## config.mk

```make
export PLATFORM = sky130hd
export DESIGN_NAME = diff_dither_dac
export DESIGN_NICKNAME = d
export VERILOG_FILES = /design/src/rtl/diff_dither_dac.sv
export SDC_FILE = /design/constraint.sdc
export NUM_CORES = 1
export LEC_CHECK = 0
export BUFFER_PORTS_ARGS = -buffer_cell sky130_fd_sc_hd__buf_2
export CAP_MARGIN = 20
export CORE_MARGIN = 3
export CORE_UTILIZATION = 65
export DETAILED_ROUTE_END_ITERATION = 16
export PLACE_DENSITY = 0.84
export SLEW_MARGIN = 10
export SYNTH_ARGS = -nofsm -noshare
export SYNTH_HDL_FRONTEND = slang
export SYNTH_SLANG_ARGS = --single-unit
```

## constraint.sdc

```tcl
create_clock -name clk -period 20.5 [get_ports clk]
set_input_delay 1.025 -clock clk [delete_from_list [all_inputs] [get_ports clk]]
set_output_delay 1.025 -clock clk [all_outputs]
set_load 0.01 [all_outputs]
```

## src/rtl/diff_dither_dac.sv

```systemverilog
module diff_dither_dac #(
  parameter int DAC_W = 16,
  parameter int FRAC_W = 8,
  parameter int AMP_W = 10,
  parameter int RND_W = 12,
  parameter logic [31:0] TAPS = 32'hA300_0000,
  parameter logic [31:0] SEED_CM = 32'h1ACE_B00C,
  parameter logic [31:0] SEED_DM = 32'h5EED_0F17,
  localparam int IN_W = DAC_W + FRAC_W
) (
  input  logic                    clk,
  input  logic                    rst_n,
  input  logic                    in_valid,
  input  logic signed [IN_W-1:0]  in_sample,
  input  logic [AMP_W-1:0]        cm_amp,
  input  logic [AMP_W-1:0]        dm_amp,
  input  logic                    cm_ofs_en,
  output logic                    out_valid,
  output logic signed [DAC_W-1:0] out_p,
  output logic signed [DAC_W-1:0] out_n,
  output logic                    sat_flag
);
  localparam int PW = RND_W + AMP_W + 1;
  localparam int DW = AMP_W + 2;
  localparam int SW = IN_W + 3;
  localparam int QW = SW - FRAC_W;
  localparam logic signed [QW-1:0] QMAX = QW'((2 ** (DAC_W - 1)) - 1);
  localparam logic signed [QW-1:0] QMIN = -QW'(2 ** (DAC_W - 1));

  logic [31:0] lfsr_cm, lfsr_dm;

  function automatic logic [31:0] step(input logic [31:0] s, input logic [31:0] seed);
    logic [31:0] nx;
    nx = s[0] ? ((s >> 1) ^ TAPS) : (s >> 1);
    return (nx == '0) ? seed : nx;
  endfunction

  function automatic logic signed [DW-1:0] shape(input logic [RND_W-1:0] r, input logic [AMP_W-1:0] a);
    logic [PW-1:0] prod;
    prod = PW'(r) * PW'({a, 1'b1});
    return $signed({1'b0, prod[PW-1:RND_W]}) - $signed({2'b00, a});
  endfunction

  function automatic logic signed [QW-1:0] sat(input logic signed [QW-1:0] q);
    if (q > QMAX) return QMAX;
    if (q < QMIN) return QMIN;
    return q;
  endfunction

  logic signed [DW-1:0] cm_d, dm_d;
  logic signed [SW-1:0] s_x, cm_x, dm_x, ofs_x, sum_p, sum_n;
  logic signed [QW-1:0] q_p, q_n, c_p, c_n;

  assign cm_d  = shape(lfsr_cm[RND_W-1:0], cm_amp);
  assign dm_d  = shape(lfsr_dm[RND_W-1:0], dm_amp);
  assign s_x   = SW'(in_sample);
  assign cm_x  = SW'(cm_d);
  assign dm_x  = SW'(dm_d);
  assign ofs_x = cm_ofs_en ? SW'(2 ** (FRAC_W - 2)) : '0;
  assign sum_p = s_x + cm_x + ofs_x + dm_x;
  assign sum_n = cm_x + ofs_x - s_x - dm_x;
  assign q_p   = sum_p[SW-1:FRAC_W];
  assign q_n   = sum_n[SW-1:FRAC_W];
  assign c_p   = sat(q_p);
  assign c_n   = sat(q_n);

  always_ff @(posedge clk or negedge rst_n) begin
    if (!rst_n) begin
      lfsr_cm   <= SEED_CM;
      lfsr_dm   <= SEED_DM;
      out_valid <= 1'b0;
      out_p     <= '0;
      out_n     <= '0;
      sat_flag  <= 1'b0;
    end else begin
      out_valid <= in_valid;
      if (in_valid) begin
        lfsr_cm <= step(lfsr_cm, SEED_CM);
        lfsr_dm <= step(lfsr_dm, SEED_DM);
        out_p   <= c_p[DAC_W-1:0];
        out_n   <= c_n[DAC_W-1:0];
        if ((c_p != q_p) || (c_n != q_n)) sat_flag <= 1'b1;
      end
    end
  end
endmodule

```

After elaboration in Yosys (flattened, before gate mapping)
Index checks and enable logic that the tools add are counted.
W data, S select, Z words.

storage, ports and cells
  register bits after elaboration = 98
  output and inout bits = 34
  input port bits = 48
  word-level logic and storage cells = 47

operators by class
  bitwise gates (word level) = 2
  reductions and logical operators = 4
  add/sub/neg operators = 8
  magnitude comparators = 4
  multiplexer cells = 19
  equality and inequality tests = 2
  $mul = 2

operators with widths
  cell                    count
  $mux W19                8
  $mux W32                4
  $logic_not A32 Y1       2
  $mul A12 B11 Y23        2
  $add A26 B12 Y27        1
  $add A25 B8 Y26         1
  $sub A25 B12 Y26        1
  $add A24 B12 Y25        1
  $sub A13 B24 Y25        1
  $sub A11 B10 Y12        2
  $gt A19 B16 Y1 const B  1
  $lt A19 B16 Y1 const B  1
  $ne A19 B18 Y1          1
  $ne A19 B19 Y1          1
  $gt A18 B16 Y1 const B  1
  $lt A18 B16 Y1 const B  1
  $add A12 B8 Y13         1
  $not A3 Y4              2
  $mux W7                 1
  $mux W1                 6
  $reduce_and A2 Y1       1
  $logic_or A1 B1 Y1      1

Longest topological paths before layout
Gate-level depths: netlist of the first run.

  depth in word-level cells = 13
  depth in mapped cells = 49
  mapped depth without buffers = 47

Least setup slack after synthesis of the first run
OpenSTA, ideal clock, no wires.

  path type = in2reg
  start = input cm_amp[1]
  end = register sat_flag
  data arrival time = 12.272 ns
  library setup time = 0.082 ns
  path buffers = 3
  required time = 20.418 ns
  stages on the path = 46
  setup slack = 8.146 ns
  cell sequence = clkbuf_1 -> nand2_1 -> fa_1 -> inv_1 -> fa_1 -> inv_1 -> fa_1 -> inv_1 -> fa_1 -> inv_1 -> fa_1 -> inv_1 -> ha_1 -> o211ai_1 -> nor2_1 -> a221o_1 -> a2111oi_4 -> nor2_1 -> (+10 left out) -> or3_1 -> fa_1 -> inv_1 -> ha_1 -> ha_1 -> and3_1 -> and3_1 -> o211ai_1 -> a31oi_2 -> a31oi_1 -> o211ai_2 -> mux2_2 -> or3_1 -> ha_1 -> buf_1 -> clkbuf_1 -> o31ai_1 -> a31oi_1

on the way
  cells in the longest elaborated chain, start to end = 13
  elaborated cells on any way between the ends = 28
  classes of those cells = add/sub: 7; mul: 1; order compare: 4; eq/ne: 2; mux: 12; reduce/logical: 2

ends and longest elaborated chain
  element                                               RTL line  text
  from (decl)                                           15        input logic [AMP_W-1:0] cm_amp,
  $mul A12 B11 Y23                                      40        prod = PW'(r) * PW'({a, 1'b1});
  $sub A11 B10 Y12 *                                    41        return $signed({1'b0, prod[PW-1:RND_W]}) - $signed({2'b00, a});
  $add A24 B12 Y25 or $add A12 B8 Y13 (tied branches)   60, 61
  $add A25 B8 Y26 or $sub A13 B24 Y25 (tied branches)   60, 61
  $add A26 B12 Y27 or $sub A25 B12 Y26 (tied branches)  60, 61
  $lt A19 B16 Y1 or $lt A18 B16 Y1 (tied branches)      46        if (q < QMIN) return QMIN;
  $mux W1 (2 in a row)                                  46
  $mux W19                                              47        return q;
  $mux W19                                              46
  $ne A19 B19 Y1 or $ne A19 B18 Y1 (tied branches)      82        if ((c_p != q_p) || (c_n != q_n)) sat_flag <= 1'b1;
  $logic_or A1 B1 Y1 *                                  82
  $reduce_and A2 Y1 (no line) *                         --
  to (signal assigned)                                  74        sat_flag <= 1'b0;
  to (signal assigned)                                  82
  to (decl)                                             21        output logic sat_flag

Mark *: on every way between the ends. The rest lies on a longest branch, timed or not. The select of a mux whose other input is x is not followed.
A chain may end at the register's enable or synchronous reset.

Final worst setup path of the first run
Same ends and word-level chain as after synthesis.

==> flow_summary_export.csv, run 1 <==
group,metric,value,unit
final_layout,area_growth,5.44,%
floorplan,io_pins,82,
logic_synthesis,ys_ff_latch,98,
worst_hold_path,worstHoldPathType,"reg2reg",
final_layout,multi_input_area,0.0127,sq mm
worst_setup_path,crit_fanout,25,
detailed_routing,wirelength,36.9,mm
logic_synthesis,synthTopCellsByArea,"fa_1 (27%), ha_1 (17%), dfrtp_1 (9.8%), inv_1 (8.3%), dfstp_2 (5.0%)",
final_layout,seqCellArea,0.00249,sq mm
final_layout,fillers,1936,
detailed_routing,drc,0,
sta,finalSetupViolCount,0,
clock_tree,cts_tree,"yes",
clock_tree,ctsHtreeMaxLevel,3,
logic_synthesis,async_reset_ff_share,100,%
sta,slew_viol_final,0,
logic_synthesis,synth_top_cell_area_share,26.6,%
worst_setup_path,cp.required,20.69,ns
final_layout,post-route-util,70.1,%
sta,holdWs,0.497,ns
clock_tree,cts_buffers,9,
detailed_routing,drt_iter0_drc,913,
place,routabilityCongestion,0.904,
logic_synthesis,synth_edf_count,0,
grt,grt_overflow,0,
grt,grt_pass1_wl,63.3,mm
final_layout,instances_no_fill,2201,
worst_setup_path,critPathMaxStageDelay,0.82,ns
final_layout,final_cell_mix,"inv_1 (371), ha_1 (231), fa_1 (224)",
detailed_routing,antenna_left,0,
sta,max_freq,0.0788,GHz
sta,tightest_slew,0.990,ns
sta,rsz0062_at_grt,"no",
grt,antenna_found_initial,5,
grt,grt_max_degree,72,
worst_setup_path,critPathCaptureType,"flop",
sta,finalHoldViolCount,0,
sta,finalClockSkew,0.0220,ns
clock_tree,cts_resized,0,
clock_tree,clock_latency,0.38,ns
worst_setup_path,cp-start-kind,"input port",
clock_tree,cts.sinks,98,
clock_tree,clk_path_buf_depth,2,
floorplan,die_y,167,um
logic_synthesis,synth_fp_nets,2336,
place,numPortBuffers,81,
floorplan,die_x,167,um
detailed_routing,firstDrtPassIters,5,
final_layout,nets,2367,
detailed_routing,num_vias,12700,
logic_synthesis,postSynthAreaPerCell,9.18,sq um
floorplan,num_rows,58,
logic_synthesis,yosysTopAreaCell,"fa_1",
floorplan,initial_utilization,66.5,%
detailed_routing,routedWlPerCell,16.8,um
sta,min_period,12.69,ns
logic_synthesis,yosys_warnings,0,
worst_setup_path,cp_slowest_cell,"or3_2",
floorplan,dieArea,0.0279,sq mm
detailed_routing,viasPerCell,5.77,
floorplan,core,0.0253,sq mm
worst_setup_path,arrival,12.88,ns
clock_tree,cts-hold-fix-buffers,0,
logic_synthesis,syn-instance-count,1833,
sta,slew_headroom,33.1,%
grt,grt_pass1_vias,13300,
sta,fin_crit_sh,61.9,%
final_layout,layout_commonest_cell,"inv_1",
outcome,status,"completed",
logic_synthesis,synth_seq_area_share,14.8,%
place,dp_hpwl,30.1,mm
worst_setup_path,critPathKind,"in2reg",
place,dp_cells,2183,
final_layout,drive_gt1_share,9.79,%
clock_tree,root_buffer,"clkbuf_16",
flow_run,drv_cap,0,
clock_tree,cts_setup_buffers,0,
logic_synthesis,netlist_area,0.0168,sq mm
logic_synthesis,synthDistinctLibCells,77,
logic_synthesis,synth_ff_type,"dfrtp_1",
grt,grt_usage,27.4,%
sta,finalSetupTns,0,ns
clock_tree,clk_pin_slew,0.07,ns
## registers in the layout (all words and copies together) (netlist names)
signal     flops
lfsr_dm       32
out_p         16
out_n         16
lfsr_cm       32
out_valid      1
sat_flag       1
## critical path: cells and delay by family
kind | cells | cell delay [ns]
AOI/OAI and AO/OA | 18 | 3.95
muxes | 1 | 0.38
and+or+nand+nor | 7 | 1.83
adders and majority gates | 11 | 4.95
xor gates and xnor gates | 1 | 0.14
buffers and inverters | 7 | 0.58
## per-stage QoR
| step | setup slack [ns] | cell area (sq um) |
|---|---|---|
| 2_1_floorplan | 8.15 | 16800 |
| 3_3_place_gp | 7.83 | 17400 |
| 3_5_place_dp | 7.48 | 17400 |
| 4_1_cts | 7.81 | 17700 |
| 5_1_grt | 7.07 | 17700 |
| 6_report | 7.81 | 17700 |
## final cells by class
cell class,instances,share of cell area (%)
multi-input combinational,1296,71.5
tap,330,2.33
inverter,373,7.89
timing repair buffer,86,2.52
antenna,2,0.0282
sequential,98,14.0
clock buffer,9,1.27
clock inverter,7,0.458
## cell usage after synthesis, types with 37 or more instances
library cell,n
fa_1,224
nor2_1,99
dfrtp_1,66
xnor2_1,42
a21oi_1,37
ha_1,231
inv_1,371
o22a_1,62
clkbuf_1,58
nand2_1,163
and2_1,106
## final timing paths
path / from / end / slack (ns) / depth (start not counted)
max: cm_amp[1] / sat_flag / 7.81 / 45
min in group asynchronous: rst_n / out_n[9] / 0.56 / 1
min: out_p[14] / out_p[14] / 0.50 / 1
max reg2reg: lfsr_cm[7] / sat_flag / 7.98 / 44
min reg2reg: out_p[14] / out_p[14] / 0.50 / 1
max in group asynchronous: rst_n / lfsr_dm[5] / 18.70 / 2
## layer usage
| metal | routed length, um | track usage [%] | part of all wire, % | up-vias |
|---|---|---|---|---|
| met1 | 15500 | 36.7 | 42 | 6240 |
| met3 | 2290 | 3.85 | 6.2 | 83 |
| met4 | 915 | 8.46 | 2.5 | 6 |
| met5 | 35 | 0 | 0.095 | - |
| met2 | 18200 | 46.5 | 49 | 428 |
| li1 | - | - | - | 5948 |
## cell families (layout without fill, tap and decap cells)
family                     after synthesis  after routing  synth area share, %
AOI/OAI and AO/OA                      251            251                 11.2
other                                    0              2                    0
DFF                                     98             98                 14.8
buffers and inverters                  439            475                 9.88
adders and majority gates              457            457                 43.9
xor gates and xnor gates                71             71                 4.06
and+or+nand+nor                        486            486                 14.1
muxes                                   31             31                 2.03
Power of run 1 is not shown: default switching activity piles up to over one toggle a cycle in this logic, so the estimate is an artifact.
==> run 2: changes to the inputs <==
Settings changed: ABC_AREA set to 1, CORE_UTILIZATION 65 to 59, PLACE_DENSITY 0.84 to 0.8.
Clock period 20.5 ns to 11.2 ns, I/O delays scaled along.
==> run 2 against run 1 <==
Sequential cell count stayed put. Wire length grew 22%. Global-route usage rose by 0.28 points. Clock-buffer cell count is the same. Die area up 21%. Design area grew 11%. Clock skew down 0.0066 ns. Register-to-register slack got worse by 7.3 ns. Critical path depth increased by 5. Worst setup slack worse by 7.1 ns. Sequential share of layout area shrank 1.3 points. Largest cell class unchanged. Highest routed layer unchanged.
==> flow_summary_export.csv, run 2 <==
group,metric,value,unit
sta,slew_headroom,32.2,%
logic_synthesis,synth-simple-area-share,20.8,%
sta,holdWs,0.103,ns
detailed_routing,drt_iter0_drc,1306,
outcome,status,"completed",
worst_setup_path,crit_fanout,19,
sta,rsz0062_at_grt,"no",
logic_synthesis,netlist_area,0.0186,sq mm
logic_synthesis,yosysTopAreaCell,"fa_1",
floorplan,core,0.0308,sq mm
worst_hold_path,worstHoldPathType,"in2async",
flow_run,drv_cap,0,
logic_synthesis,synth_seq_area_share,13.4,%
detailed_routing,num_vias,16100,
detailed_routing,drc,0,
clock_tree,cts_buffers,9,
floorplan,die_x,183,um
clock_tree,cts.sinks,98,
worst_setup_path,crit_top_cell,"nand2_1",
worst_setup_path,critPathCaptureType,"flop",
logic_synthesis,yosys_warnings,0,
worst_setup_path,path_depth,50,
grt,antenna_found_initial,4,
worst_setup_path,cp_top_family,"adder cells",
logic_synthesis,synth_fa_ha_area_share,39.7,%
grt,grt_usage,27.7,%
grt,grt_max_degree,102,
place,pre_cts_ws,0.260,ns
sta,finalSetupTns,0,ns
detailed_routing,antenna_left,0,
logic_synthesis,synth.most_common_cell,"inv_1",
floorplan,io_pins,82,
floorplan,dieArea,0.0336,sq mm
sta,min_period,10.51,ns
logic_synthesis,synth_edf_count,0,
logic_synthesis,synthDistinctLibCells,47,
clock_tree,ctsHtreeMaxLevel,3,
worst_setup_path,worstReg2RegEnd,"sat_flag",
floorplan,initial_utilization,60.2,%
worst_setup_path,cp_slowest_cell,"dfrtp_1",
clock_tree,clk_path_buf_depth,2,
final_layout,top_regs,"lfsr_cm x32, lfsr_dm x32",
detailed_routing,firstDrtPassIters,6,
grt,grt_pass1_vias,16100,
worst_setup_path,crit_buf_inv,8,
clock_tree,cts_tree,"yes",
place,numPortBuffers,81,
worst_setup_path,timing.rr.start,"lfsr_cm[6]",
final_layout,layout_commonest_cell,"inv_1",
worst_setup_path,cp.required,11.47,ns
logic_synthesis,synth_fp_nets,3070,
final_layout,final_cell_mix,"inv_1 (654), nand2_1 (649), ha_1 (231)",
detailed_routing,routedWlPerCell,15.1,um
place,routabilityCongestion,0.964,
clock_tree,clk_pin_slew,0.09,ns
worst_setup_path,rrSetupSlack,0.69,ns
sta,tightest_slew,1.02,ns
logic_synthesis,postSynthAreaPerCell,7.23,sq um
detailed_routing,wirelength,45.2,mm
logic_synthesis,synthTopCellsByArea,"fa_1 (24%), ha_1 (16%), inv_1 (13%), nand2_1 (13%), dfrtp_1 (8.9%)",
logic_synthesis,synthTopCellsByCount,"inv_1 (657), nand2_1 (651), ha_1 (231), fa_1 (224), nor2_1 (147)",
logic_synthesis,synth_top_family_by_area,"adder cells",
sta,finalHoldViolCount,0,
worst_setup_path,critPathMaxStageDelay,0.68,ns
final_layout,drive_gt1_share,6.73,%
worst_setup_path,critPathKind,"reg2reg",
worst_setup_path,arrival,10.77,ns
sta,finalClockSkew,0.0154,ns
worst_setup_path,cp-start-kind,"flop",
logic_synthesis,synth_compound_area_share,8.40,%
logic_synthesis,synth_top_cell_area_share,24.1,%
clock_tree,clock_latency,0.37,ns
final_layout,area_growth,5.71,%
worst_setup_path,worstSetupStartpoint,"lfsr_cm[6]",
floorplan,num_rows,64,
sta,max_freq,0.0952,GHz
final_layout,nets,3100,
sta,setup_slack,0.691,ns
grt,grt_pass1_wl,76.2,mm
sta,fin_crit_sh,93.8,%
sta,finalSetupViolCount,0,
clock_tree,root_buffer,"clkbuf_16",
logic_synthesis,ys_ff_latch,98,
sta,slew_viol_final,0,
logic_synthesis,async_reset_ff_share,100,%
logic_synthesis,syn-instance-count,2567,
logic_synthesis,synth_ff_type,"dfrtp_1",
final_layout,post-route-util,63.7,%
floorplan,die_y,183,um
logic_synthesis,yosys-mux-area-fraction,0,%
worst_setup_path,cp-endpoint,"sat_flag",
detailed_routing,viasPerCell,5.37,
logic_synthesis,synth-xor-area-share,2.63,%
place,dp_hpwl,36.9,mm
worst_setup_path,reg2regPathDepth,50,
grt,grt_overflow,0,
## run 2: cell types whose count changed in the layout (fill, tap and decap cells not counted), moves of 25 or more
cell     delta
a21o_1     -25
a21oi_1    +68
a31oi_1    +36
and2_1    -102
inv_1     +283
mux2_2     -25
nand2_1   +486
nand3_1    +69
nor2_1     +48
o22a_1     -61
xnor2_1    -25
## run 2: final cells by class
class | count | area [sq um]
antenna | 2 | 5.00
fill | 2690 | 11200
timing repair buffer | 91 | 505
multi-input combinational | 1733 | 13300
inverter | 664 | 2500
sequential | 98 | 2500
tap | 396 | 495
clock inverter | 7 | 86.3
clock buffer | 9 | 225
## run 2: worst min-delay path by stage
stage,start,to,depth (start not counted)
after floorplan,rst_n,lfsr_cm[0],0
after global placement,out_n[2],out_n[2],2
after detailed placement,out_n[5],out_n[5],2
after CTS,rst_n,lfsr_dm[7],1
after global routing,rst_n,lfsr_dm[7],1
final,rst_n,lfsr_dm[7],1
## run 2: logic make-up after synthesis
group	after synthesis
buffers and inverters	736
xor gates and xnor gates	55
adders and majority gates	455
AOI/OAI and AO/OA	268
DFF	98
and+or+nand+nor	955
## run 2: timing repair
action	4_1_cts	5_1_grt
resized for setup	0	11
hold buffers	0	0
buffers inserted	0	1
hold endpoints to repair	0	0
endpoints found under the setup margin	0	33
## run 2: through the flow
| stage | cells | area, sq um |
|---|---|---|
| finish | 3000 | 19600 |
| global route | 3000 | 19600 |
| CTS | 2996 | 19600 |
| detailed placement | 2980 | 19200 |
| global placement | 2980 | 19200 |
| floorplan | 2567 | 18600 |
## run 2: metal layers
metal,up-vias,track usage (%),wire length [um]
met5,-,0,25
met4,4,8.56,1320
met3,86,3.19,2480
met2,487,46.9,21800
met1,7717,37.5,19500
li1,7811,-,-
Power of run 2 is left out for the same reason.
==> run 3: changes to the inputs <==
Settings changed: PLACE_DENSITY 0.8 to not set, PLACE_DENSITY_LB_ADDON set to 0.2, RECOVER_POWER set to 25.
==> run 3 against run 2 <==
The run now ends with capacitance limit, slew limit left. Die area stayed put. Worst setup slack lost 0.11 ns. Clock skew grew 0.011 ns. Global-route usage rose by 0.52 points. Hold slack improved by 0.38 ns. Sequential cell count unchanged. Non-clock buffer count grew 3. Sequential share of layout area is essentially flat. Critical path depth stayed put. Fmax is 1.0% lower. First-iteration DRC count down 11%. Wire length grew 1.8%. Critical path type unchanged. Critical endpoint unchanged.
==> flow_summary_export.csv, run 3 (synthesized netlist as in run 2, its figures left out) <==
group,metric,value,unit
clock_tree,ctsHtreeMaxLevel,3,
worst_setup_path,crit_buf_inv,10,
clock_tree,clock_latency,0.39,ns
grt,grt_pass1_vias,16100,
final_layout,area_growth,5.69,%
detailed_routing,wirelength,46.0,mm
clock_tree,cts-hold-fix-buffers,0,
sta,finalClockSkew,0.0264,ns
sta,fin_crit_sh,94.8,%
sta,slew_headroom,-160,%
grt,grt_pass1_wl,76.8,mm
outcome,status,"finished with violations",
sta,min_period,10.62,ns
clock_tree,root_buffer,"clkbuf_16",
detailed_routing,met3WireLength,2.53,mm
clock_tree,cts_buffers,9,
floorplan,die_x,183,um
detailed_routing,top_layer,"met5",
detailed_routing,drt_iter0_drc,1156,
detailed_routing,firstDrtPassIters,7,
grt,grt_max_degree,111,
detailed_routing,dr_wl_met2,21.9,mm
grt,grt_usage,28.2,%
clock_tree,clk_path_buf_depth,2,
floorplan,dieArea,0.0336,sq mm
clock_tree,clk_pin_slew,0.09,ns
sta,finalSetupTns,0,ns
detailed_routing,antenna_left,0,
worst_hold_path,worstHoldPathType,"reg2reg",
final_layout,top_regs,"lfsr_cm x32, lfsr_dm x32",
worst_setup_path,cp_slowest_cell,"dfrtp_1",
worst_setup_path,cp_top_family,"adder cells",
sta,slew_viol_final,62,
sta,holdWs,0.481,ns
sta,finalSetupViolCount,0,
floorplan,initial_utilization,60.2,%
worst_setup_path,cp.required,11.48,ns
worst_setup_path,critPathCaptureType,"flop",
worst_setup_path,cp-start-kind,"flop",
floorplan,io_pins,82,
final_layout,nets,3103,
grt,antenna_found_initial,6,
place,numPortBuffers,81,
detailed_routing,viasPerCell,5.32,
floorplan,die_y,183,um
floorplan,core,0.0308,sq mm
worst_setup_path,crit_fanout,13,
sta,max_freq,0.0942,GHz
clock_tree,cts.sinks,98,
final_layout,drive_gt1_share,6.60,%
final_layout,layout_commonest_cell,"inv_1",
final_layout,post-route-util,63.7,%
worst_setup_path,critPathMaxStageDelay,0.70,ns
place,dp_hpwl,37.4,mm
final_layout,fillers,2789,
detailed_routing,drc,0,
detailed_routing,routedWlPerCell,15.3,um
worst_setup_path,critPathKind,"reg2reg",
sta,finalHoldViolCount,0,
clock_tree,cts_tree,"yes",
flow_run,drv_cap,1,
detailed_routing,wl_met1,20.3,mm
final_layout,final_cell_mix,"inv_1 (656), nand2_1 (649), ha_1 (231)",
floorplan,num_rows,64,
place,routabilityCongestion,0.955,
sta,tightest_slew,3.90,ns
detailed_routing,num_vias,16000,
grt,grt_overflow,0,
outcome,violations,"capacitance limit, slew limit",
worst_setup_path,arrival,10.90,ns
## run 3: cell types whose count changed in the layout (fill, tap and decap cells not counted), sizes merged
cell	delta
clkbuf	+1
clkinvlp	-2
diode	+2
inv	+4
clkinv	-2
buf	+2
## run 3: per-stage QoR
step / instances / worst slack, ns / instance area [sq um]
global placement: 2982 / 0.412 / 19300
floorplan: 2567 / 0.901 / 18600
finish: 3005 / 0.582 / 19600
global route: 3004 / -0.0235 / 19600
detailed placement: 2982 / 0.115 / 19300
CTS: 2998 / 0.161 / 19600
## run 3: cell type report
| cell class | count | area (sq um) | area share (%) |
|---|---|---|---|
| multi-input cells | 1733 | 13300 | 67.8 |
| inverters | 664 | 2500 | 12.7 |
| flip-flops and latches | 98 | 2490 | 12.7 |
| repair buffers | 94 | 517 | 2.63 |
| well taps | 396 | 495 | 2.52 |
| clock buffers | 9 | 225 | 1.15 |
| clock inverters | 7 | 81.3 | 0.414 |
| diodes | 4 | 10.0 | 0.0510 |
## run 3: worst paths after layout
kind                       cells past startpoint  slack [ns]        from    endpoint
setup / recovery                              50        0.58  lfsr_dm[6]    sat_flag
hold / removal                                 2        0.48    out_n[2]    out_n[2]
min in group asynchronous                      1        1.54       rst_n  lfsr_dm[6]
setup reg to reg                              50        0.58  lfsr_dm[6]    sat_flag
max in group asynchronous                      1        7.19       rst_n  lfsr_cm[5]
hold reg to reg                                2        0.48    out_n[2]    out_n[2]
## run 3: metal layers
metal / vias to the layer above / global-route usage [%]
met1: 7696 / 38.0
li1: 7817 / -
met2: 413 / 47.7
met5: - / 0
met3: 67 / 3.68
met4: 4 / 8.68
## run 3: what timing repair did
action / in CTS / in global routing
resized for setup: 0 / 6
setup endpoints to repair: 0 / 33
buffers inserted: 0 / 2
## run 3: worst min-delay path, delay by kind of cell, from the launching register on
| kind | cells | cell delay [ns] |
|---|---|---|
| simple gates | 2 | 0.10 |
| flops | 1 | 0.34 |
Power of run 3 is left out for the same reason.
